`src/rtl/asram_pkg.sv`:
```
package asram_pkg;

  localparam int LANES = 2;

  typedef enum logic [2:0] {
    PH_IDLE,
    PH_READ,
    PH_WRITE,
    PH_SKIP,
    PH_DONE
  } phase_e;

  // registered pin-level strobes, all driven straight from flops
  typedef struct packed {
    logic ceN;
    logic weN;
    logic oeN;
    logic ubN;
    logic lbN;
    logic driveEn;
    logic ready;
    logic done;
  } pins_t;

  // one-cycle commands from the sequencer to the datapath
  typedef struct packed {
    logic load;
    logic capture;
  } dpStrb_t;

  function automatic int ceilDiv(input int num, input int den);
    return (num + den - 1) / den;
  endfunction

  function automatic int maxOf(input int a, input int b);
    return (a > b) ? a : b;
  endfunction

endpackage

```
`src/rtl/asram_seq.sv`:
```
module asram_seq
  import asram_pkg::*;
#(
  parameter int CLK_NS     = 4,
  parameter int T_CYCLE_NS = 45,
  parameter int T_ACC_NS   = 45,
  parameter int T_OE_NS    = 22,
  parameter int T_WP_NS    = 35,
  parameter int T_DS_NS    = 25,
  parameter int T_HZ_NS    = 18
) (
  input  logic     clk,
  input  logic     rstN,
  input  logic     reqValid,
  input  logic     reqWrite,
  input  logic [1:0] reqMask,
  output pins_t    pins,
  output dpStrb_t  dp
);

  // every window is a ceiling-rounded cycle count
  localparam int CYC_N  = ceilDiv(T_CYCLE_NS, CLK_NS);
  localparam int ACC_N  = ceilDiv(T_ACC_NS, CLK_NS);
  localparam int OE_N   = ceilDiv(T_OE_NS, CLK_NS);
  localparam int WP_N   = ceilDiv(T_WP_NS, CLK_NS);
  localparam int DS_N   = ceilDiv(T_DS_NS, CLK_NS);
  localparam int HZ_N   = ceilDiv(T_HZ_NS, CLK_NS);
  localparam int RD_N   = maxOf(CYC_N, maxOf(ACC_N, OE_N));
  localparam int WLOW_N = maxOf(WP_N, HZ_N + DS_N);
  localparam int WR_N   = maxOf(CYC_N, WLOW_N + 1);
  localparam int MAX_N  = maxOf(RD_N, WR_N);
  localparam int CNT_W  = $clog2(MAX_N + 1);

  localparam logic [CNT_W-1:0] RD_LAST = CNT_W'(RD_N - 1);
  localparam logic [CNT_W-1:0] WR_LAST = CNT_W'(WR_N - 1);
  localparam logic [CNT_W-1:0] HZ_CNT  = CNT_W'(HZ_N);

  phase_e           ph, nxtPh;
  logic [CNT_W-1:0] cnt, nxtCnt;
  logic [1:0]       maskQ, nxtMask;
  pins_t            pinQ;
  logic             accept;

  function automatic pins_t pinsFor(input phase_e p, input logic [CNT_W-1:0] c,
                                    input logic [1:0] m);
    pins_t s;
    s = '{ceN: 1'b1, weN: 1'b1, oeN: 1'b1, ubN: 1'b1, lbN: 1'b1,
          driveEn: 1'b0, ready: 1'b0, done: 1'b0};
    case (p)
      PH_IDLE: s.ready = 1'b1;
      PH_READ: begin
        s.ceN = 1'b0;
        s.oeN = 1'b0;
        s.ubN = ~m[1];
        s.lbN = ~m[0];
      end
      PH_WRITE: begin
        s.ceN     = 1'b0;
        s.ubN     = ~m[1];
        s.lbN     = ~m[0];
        s.weN     = (c == WR_LAST);
        s.driveEn = (c >= HZ_CNT);
      end
      PH_DONE: s.done = 1'b1;
      default: ;
    endcase
    return s;
  endfunction

  assign accept = pinQ.ready && reqValid;

  always_comb begin
    nxtPh   = ph;
    nxtCnt  = cnt;
    nxtMask = maskQ;
    case (ph)
      PH_IDLE: begin
        if (accept) begin
          nxtMask = reqMask;
          nxtCnt  = '0;
          if (reqMask == 2'b00)  nxtPh = PH_SKIP;
          else if (reqWrite)     nxtPh = PH_WRITE;
          else                   nxtPh = PH_READ;
        end
      end
      PH_READ: begin
        if (cnt == RD_LAST) nxtPh = PH_DONE;
        else                nxtCnt = cnt + 1'b1;
      end
      PH_WRITE: begin
        if (cnt == WR_LAST) nxtPh = PH_DONE;
        else                nxtCnt = cnt + 1'b1;
      end
      PH_SKIP: nxtPh = PH_DONE;
      PH_DONE: nxtPh = PH_IDLE;
      default: nxtPh = PH_IDLE;
    endcase
  end

  always_ff @(posedge clk or negedge rstN) begin
    if (!rstN) begin
      ph    <= PH_IDLE;
      cnt   <= '0;
      maskQ <= '0;
      pinQ  <= pinsFor(PH_IDLE, '0, 2'b00);
    end else begin
      ph    <= nxtPh;
      cnt   <= nxtCnt;
      maskQ <= nxtMask;
      pinQ  <= pinsFor(nxtPh, nxtCnt, nxtMask);
    end
  end

  assign pins       = pinQ;
  assign dp.load    = accept;
  assign dp.capture = (ph == PH_SKIP) || ((ph == PH_READ) && (cnt == RD_LAST));

  // run length of write enable low, used by the timing checks below
  logic [CNT_W:0] weLowRun;
  always_ff @(posedge clk or negedge rstN) begin
    if (!rstN)          weLowRun <= '0;
    else if (!pinQ.weN) weLowRun <= weLowRun + 1'b1;
    else                weLowRun <= '0;
  end


  wr_overlap_chk: assert property (@(posedge clk) disable iff (!rstN)
    !pinQ.weN |-> (!pinQ.ceN && !(pinQ.ubN && pinQ.lbN)));


  we_width_chk: assert property (@(posedge clk) disable iff (!rstN)
    $rose(pinQ.weN) |-> (weLowRun >= (CNT_W+1)'(WP_N)));


  drive_turn_chk: assert property (@(posedge clk) disable iff (!rstN)
    $rose(pinQ.driveEn) |-> (!pinQ.weN && weLowRun >= (CNT_W+1)'(HZ_N)));


  oe_we_excl_chk: assert property (@(posedge clk) disable iff (!rstN)
    !pinQ.oeN |-> pinQ.weN);


  drive_oe_chk: assert property (@(posedge clk) disable iff (!rstN)
    pinQ.driveEn |-> pinQ.oeN);


  done_pulse_chk: assert property (@(posedge clk) disable iff (!rstN)
    pinQ.done |=> !pinQ.done);


  ready_idle_chk: assert property (@(posedge clk) disable iff (!rstN)
    pinQ.ready |-> (pinQ.ceN && !pinQ.done));


  accept_leaves_chk: assert property (@(posedge clk) disable iff (!rstN)
    accept |=> !pinQ.ready);

endmodule

```
`src/rtl/asram_path.sv`:
```
module asram_path
  import asram_pkg::*;
#(
  parameter int ADDR_W = 17,
  parameter int DATA_W = 16
) (
  input  logic              clk,
  input  logic              rstN,
  input  dpStrb_t           dp,
  input  logic [ADDR_W-1:0] reqAddr,
  input  logic [DATA_W-1:0] reqWdata,
  input  logic [1:0]        reqMask,
  input  logic [DATA_W-1:0] memDin,
  output logic [ADDR_W-1:0] memAddr,
  output logic [DATA_W-1:0] memDout,
  output logic [DATA_W-1:0] rdData
);

  localparam int LANE_W = DATA_W / LANES;

  logic [ADDR_W-1:0] addrQ;
  logic [DATA_W-1:0] dataQ;
  logic [LANES-1:0]  maskQ;
  logic [DATA_W-1:0] rdQ;

  always_ff @(posedge clk or negedge rstN) begin
    if (!rstN) begin
      addrQ <= '0;
      dataQ <= '0;
      maskQ <= '0;
    end else if (dp.load) begin
      addrQ <= reqAddr;
      dataQ <= reqWdata;
      maskQ <= reqMask;
    end
  end

  // one capture register per byte lane, masked lanes read as zero
  for (genvar g = 0; g < LANES; g++) begin : gLane
    always_ff @(posedge clk or negedge rstN) begin
      if (!rstN)
        rdQ[g*LANE_W +: LANE_W] <= '0;
      else if (dp.capture)
        rdQ[g*LANE_W +: LANE_W] <= maskQ[g] ? memDin[g*LANE_W +: LANE_W] : '0;
    end


    lane_zero_chk: assert property (@(posedge clk) disable iff (!rstN)
      (dp.capture && !maskQ[g]) |=> (rdQ[g*LANE_W +: LANE_W] == '0));
  end

  assign memAddr = addrQ;
  assign memDout = dataQ;
  assign rdData  = rdQ;


  no_overlap_chk: assert property (@(posedge clk) disable iff (!rstN)
    !(dp.load && dp.capture));

endmodule

```
`src/rtl/asram_ctl.sv`:
```
module asram_ctl
  import asram_pkg::*;
#(
  parameter int CLK_NS     = 4,
  parameter int T_CYCLE_NS = 45,
  parameter int T_ACC_NS   = 45,
  parameter int T_OE_NS    = 22,
  parameter int T_WP_NS    = 35,
  parameter int T_DS_NS    = 25,
  parameter int T_HZ_NS    = 18,
  parameter int ADDR_W     = 17,
  parameter int DATA_W     = 16
) (
  input  logic              clk,
  input  logic              rstN,
  input  logic              reqValid,
  output logic              reqReady,
  input  logic              reqWrite,
  input  logic [ADDR_W-1:0] reqAddr,
  input  logic [DATA_W-1:0] reqWdata,
  input  logic [1:0]        reqMask,
  output logic              doneValid,
  output logic [DATA_W-1:0] rdData,
  output logic              memCeN,
  output logic              memWeN,
  output logic              memOeN,
  output logic              memUbN,
  output logic              memLbN,
  output logic [ADDR_W-1:0] memAddr,
  output logic [DATA_W-1:0] memDout,
  output logic              memDriveEn,
  input  logic [DATA_W-1:0] memDin
);

  pins_t   pins;
  dpStrb_t dp;

  asram_seq #(
    .CLK_NS    (CLK_NS),
    .T_CYCLE_NS(T_CYCLE_NS),
    .T_ACC_NS  (T_ACC_NS),
    .T_OE_NS   (T_OE_NS),
    .T_WP_NS   (T_WP_NS),
    .T_DS_NS   (T_DS_NS),
    .T_HZ_NS   (T_HZ_NS)
  ) uSeq (
    .clk     (clk),
    .rstN    (rstN),
    .reqValid(reqValid),
    .reqWrite(reqWrite),
    .reqMask (reqMask),
    .pins    (pins),
    .dp      (dp)
  );

  asram_path #(
    .ADDR_W(ADDR_W),
    .DATA_W(DATA_W)
  ) uPath (
    .clk     (clk),
    .rstN    (rstN),
    .dp      (dp),
    .reqAddr (reqAddr),
    .reqWdata(reqWdata),
    .reqMask (reqMask),
    .memDin  (memDin),
    .memAddr (memAddr),
    .memDout (memDout),
    .rdData  (rdData)
  );

  assign reqReady   = pins.ready;
  assign doneValid  = pins.done;
  assign memCeN     = pins.ceN;
  assign memWeN     = pins.weN;
  assign memOeN     = pins.oeN;
  assign memUbN     = pins.ubN;
  assign memLbN     = pins.lbN;
  assign memDriveEn = pins.driveEn;


  addr_hold_chk: assert property (@(posedge clk) disable iff (!rstN)
    (!memCeN && $past(!memCeN)) |-> $stable(memAddr));


  data_hold_chk: assert property (@(posedge clk) disable iff (!rstN)
    (memDriveEn && $past(memDriveEn)) |-> $stable(memDout));

endmodule

```
`config.mk`:
```
export PLATFORM = sky130hd
export DESIGN_NAME = asram_ctl
export DESIGN_NICKNAME = d
export VERILOG_FILES = /design/src/rtl/asram_pkg.sv /design/src/rtl/asram_seq.sv /design/src/rtl/asram_path.sv /design/src/rtl/asram_ctl.sv
export SDC_FILE = /design/constraint.sdc
export NUM_CORES = 1
export LEC_CHECK = 0
export ABC_AREA = 1
export BUFFER_PORTS_ARGS = -buffer_cell sky130_fd_sc_hd__buf_4
export CORE_ASPECT_RATIO = 0.75
export CORE_MARGIN = 1.5
export CORE_UTILIZATION = 45
export CTS_BUF_LIST = sky130_fd_sc_hd__clkbuf_8
export DETAILED_ROUTE_END_ITERATION = 12
export PLACE_DENSITY = 0.77
export REMOVE_ABC_BUFFERS = 1
export SETUP_SLACK_MARGIN = 0.4
export SLEW_MARGIN = 5
export SYNTH_ARGS = -nofsm -noshare
export SYNTH_HDL_FRONTEND = slang
export SYNTH_SLANG_ARGS = --single-unit
```
`constraint.sdc`:
```
create_clock -name clk -period 1.6 [get_ports clk]
set_clock_uncertainty 0.2 [all_clocks]
set_input_delay 0.24 -clock clk [delete_from_list [all_inputs] [get_ports clk]]
set_output_delay 0.24 -clock clk [all_outputs]
set_load 0.01 [all_outputs]
```
==> impl_metrics.yaml, run 1 <==
status:
  status: "stopped before the end"
  haltStage: "clock tree synthesis"
  stop_error: "[ERROR DPL-0033] detailed placement checks failed during check placement."
place:
  portBuffers: 111
  gp_congestion: 0.974
  place_area_um2: 3910
  dp_hpwl_um: 5170
  placed_cells: 518
clock_network:
  htree_levels: 3
  ctsHoldBuffers: 50
  cts_max_path_buffers: 2
  cts_resized: 170
  cts_root_buffer: "clkbuf_8"
  cts_inserted_buffers: 9
  cts_setup_buffers: 44
  cts_num_sinks: 68
floorplanning:
  boundaryPins: 112
  die_y_um: 71.8
  dieWidth_um: 94.7
  placementRows: 24
  start_util_pct: 47.7
yosys:
  ys_top_cells_by_area: "dfrtp_1 (55%), nand2_1 (20%), dfstp_2 (5.6%)"
  netlist_instances: 319
  synth-edff-count: 0
  ys_seq_elements: 68
  synth_top_area_cell: "dfrtp_1"
  synth_async_sr_flop_share_pct: 100
  synth_warnings: 0
  synth_commonest_cells: "nand2_1 (149), dfrtp_1 (62), o21ai_1 (15)"
  synthFlopType: "dfrtp_1"
  syn_avg_cell_area_um2: 8.90
  yosysMostFrequentCell: "nand2_1"
  syn_area_um2: 2840
  synth_top_area_share_pct: 54.6
  yosysSeqAreaShare_pct: 60.2
  synth_cell_types: 26
## kinds of logic after synthesis
kind of cell	after synthesis	synth area share [%]
adders and majority gates	2	0.881
AOI/OAI and AO/OA	33	6.61
xor gates and xnor gates	2	0.617
and+or+nand+nor	183	27.2
buffers and inverters	31	4.45
DFF	68	60.2
## through the flow
step | hold slack (ns) | util [%] | setup slack (ns)
2_1_floorplan | -0.256 | - | -0.888
3_5_place_dp | 0.000647 | 65.7 | -0.139
3_3_place_gp | -0.00930 | 65.7 | -0.0556
==> run 2, diff against run 1 <==
CORE_ASPECT_RATIO = unset   (was 0.75)
CORE_UTILIZATION = 35   (was 45)
CTS_BUF_LIST = unset   (was sky130_fd_sc_hd__clkbuf_8)
PLACE_DENSITY = unset   (was 0.77)
PLACE_DENSITY_LB_ADDON = 0.15   (was unset)
SETUP_SLACK_MARGIN = unset   (was 0.4)
clock period = 2.1 ns   (was 1.6 ns; I/O delays follow)
==> run 2 against run 1 <==
  * The run now ends clean
  * Synthesized area is the same
  * Synthesized cell count did not move
==> impl_metrics.yaml, run 2 <==
route:
  via_count: 2629
  drt-wirelength-per-cell_um: 12.6
  dr.pass1.iters: 4
  drtAntennaViolNets: 0
  drc: 0
  drt_wl_total_um: 7230
  drt_iter0_drc: 118
  avgViaCountPerCell: 4.56
yosys:
  synth_cell_types: 26
  synth_warnings: 0
  yosysMostFrequentCell: "nand2_1"
  synthFlopType: "dfrtp_1"
  synth_top_area_cell: "dfrtp_1"
  syn_avg_cell_area_um2: 8.90
  synth_commonest_cells: "nand2_1 (149), dfrtp_1 (62), o21ai_1 (15)"
  synth_top_area_share_pct: 54.6
  synth-edff-count: 0
  ys_seq_elements: 68
  ys_top_cells_by_area: "dfrtp_1 (55%), nand2_1 (20%), dfstp_2 (5.6%)"
  synth_async_sr_flop_share_pct: 100
  syn_area_um2: 2840
  netlist_instances: 319
  yosysSeqAreaShare_pct: 60.2
grt:
  antenna_found_initial: 0
  grt_pass1_vias: 2537
  grt_overflow: 0
  grt_max_degree: 34
  grt_pass1_wl_um: 11800
  track_usage_pct: 17.4
setup_path:
  cp_max_fo: 6
  required_ns: 2.15
  crit_type: "reg -> reg"
  crit_chain: "inv_1 > ha_1 > nand3_2 > nor2_1 > nor2_1 > nand3_1 > nand2_1 > nand2_1 > nand2_1 > a21oi_1"
  start_kind: "flop"
  crit_top_cell: "nand2_1"
  cp.arrival_ns: 1.90
  endpoint_kind: "flop"
  worst_path_largest_cell_delay_ns: 0.42
  cp_slowest_cell: "dfrtp_1"
clock_network:
  cts_inserted_buffers: 9
  cts_setup_buffers: 0
  ctsHoldBuffers: 34
  cts_max_path_buffers: 2
  cts_num_sinks: 68
  cts_resized: 0
  clkTransAtPathRegs_ns: 0.07
  clk-insertion-delay-late_ns: 0.33
  cts_tree: "yes"
  cts_root_buffer: "clkbuf_8"
  htree_levels: 3
sta:
  drv_slew: 0
  whs_ns: 0.0380
  max_freq_ghz: 0.540
  rsz0062_at_grt: "false"
  fin_crit_ns: 1.85
  slew_headroom_pct: 77.0
  period_share_pct: 88.1
  tightest_slew_ns: 0.345
  setup_viol: 0
  hold_viol: 0
  setup_ws_ns: 0.249
floorplanning:
  placementRows: 32
  die-area_um2: 8660
  boundaryPins: 112
  dieWidth_um: 93.1
  start_util_pct: 36.4
  die_y_um: 93.1
  core_um2: 7810
final_layout:
  nNetsFinal: 526
  final_cell_mix: "nand2_1 (149), buf_4 (115), dfrtp_1 (62)"
  area_delta_synth_final_pct: 54.0
  insertedDiodeCount: 0
  final_common_cell: "nand2_1"
  largest_reg_flops: 17
  post-route-util_pct: 56.0
  drive_gt1_share_pct: 34.0
place:
  pre_cts_ws_ns: 0.311
  portBuffers: 111
  gp_congestion: 0.895
  dp_hpwl_um: 4910
power:
  vdd_ir_drop_max_v: 0.000602
  seq_power_share_pct: 38.7
  pwr-share-comb_pct: 41.9
  p_per_area_nw_per_um2: 1390
  power_switching_w: 0.00227
  switching_share_pct: 37.3
  clkPwrFrac_pct: 19.4
  total_power_w: 0.00608
  p_leak_nw: 2.28
  internal-power_w: 0.00381
min_path:
  min_path_type: "in -> reg"
run:
  cap_violations: 0
status:
  status: "finished, final reports clean"
run 2: cell counts after synthesis:
Identical to the previous run, type by type.
run 2: cells by family (layout without fill, tap and decap cells):
kind of cell             after synthesis  after routing  share of synthesized area (%)
AO/OA/AOI/OAI                         33             33                           6.61
XOR/XNOR                               2              2                          0.617
adder cells (fa/ha/maj)                2              2                          0.881
buffers and inverters                 31            186                           4.45
flip-flops                            68             68                           60.2
AND/OR/NAND/NOR                      183            183                           27.2
run 2: critical path, delay by kind of cell, from the launching register on:
family | cells | cell delay [ns]
flops | 1 | 0.42
buf+inv | 1 | 0.13
fa+ha+maj | 1 | 0.20
simple gates | 7 | 0.71
compound gates | 1 | 0.12
run 2: cell type report:
type	instances	area (um2)
inverter	19	71.3
sequential	68	1710
clock buffer	10	128
clock inverter	6	88.8
fill	730	3440
multi-input combinational	220	1000
timing repair buffer	151	1240
tap	102	128
run 2: metal layers:
layer  share of wire [%]  vias up  GRT usage (%)
li1                    -     1294              -
met1                  46     1212           23.4
met2                  45      108           26.5
met3                 7.1       15           3.58
met4                 2.2        0           8.71
met5                   0        -              0
run 2: per-stage QoR:
| stage | setup TNS, ns | area (um2) | instances |
|---|---|---|---|
| 6_report | 0 | 4370 | 576 |
| 4_1_cts | 0 | 4370 | 576 |
| 5_1_grt | 0 | 4370 | 576 |
| 2_1_floorplan | -1.69 | 2780 | 307 |
| 3_3_place_gp | 0 | 3810 | 526 |
| 3_5_place_dp | 0 | 3810 | 526 |
run 2: worst paths after layout:
check / startpoint / endpoint / slack, ns / depth (start not counted)
max: uSeq.cnt[1] / uSeq.pins[2] / 0.25 / 10
min: memDin[1] / uPath.rdData[1] / 0.04 / 3
max reg2reg: uSeq.cnt[1] / uSeq.pins[2] / 0.25 / 10
min reg2reg: uPath.memAddr[16] / uPath.memAddr[16] / 0.28 / 2
max in group asynchronous: rstN / uPath.memDout[14] / 0.95 / 3
min in group asynchronous: rstN / uPath.memAddr[5] / 0.16 / 2
run 2: power groups by stage:
stage	sequential (W)	combinational [W]	clock, W
after detailed placement	0.00235	0.00253	0
final	0.00235	0.00255	0.00118
after CTS	0.00235	0.00258	0.00120
after floorplan	0.00255	0.00107	0
after global placement	0.00236	0.00250	0
after global routing	0.00243	0.00285	0.00126
Power figures use the tool's default switching activity.
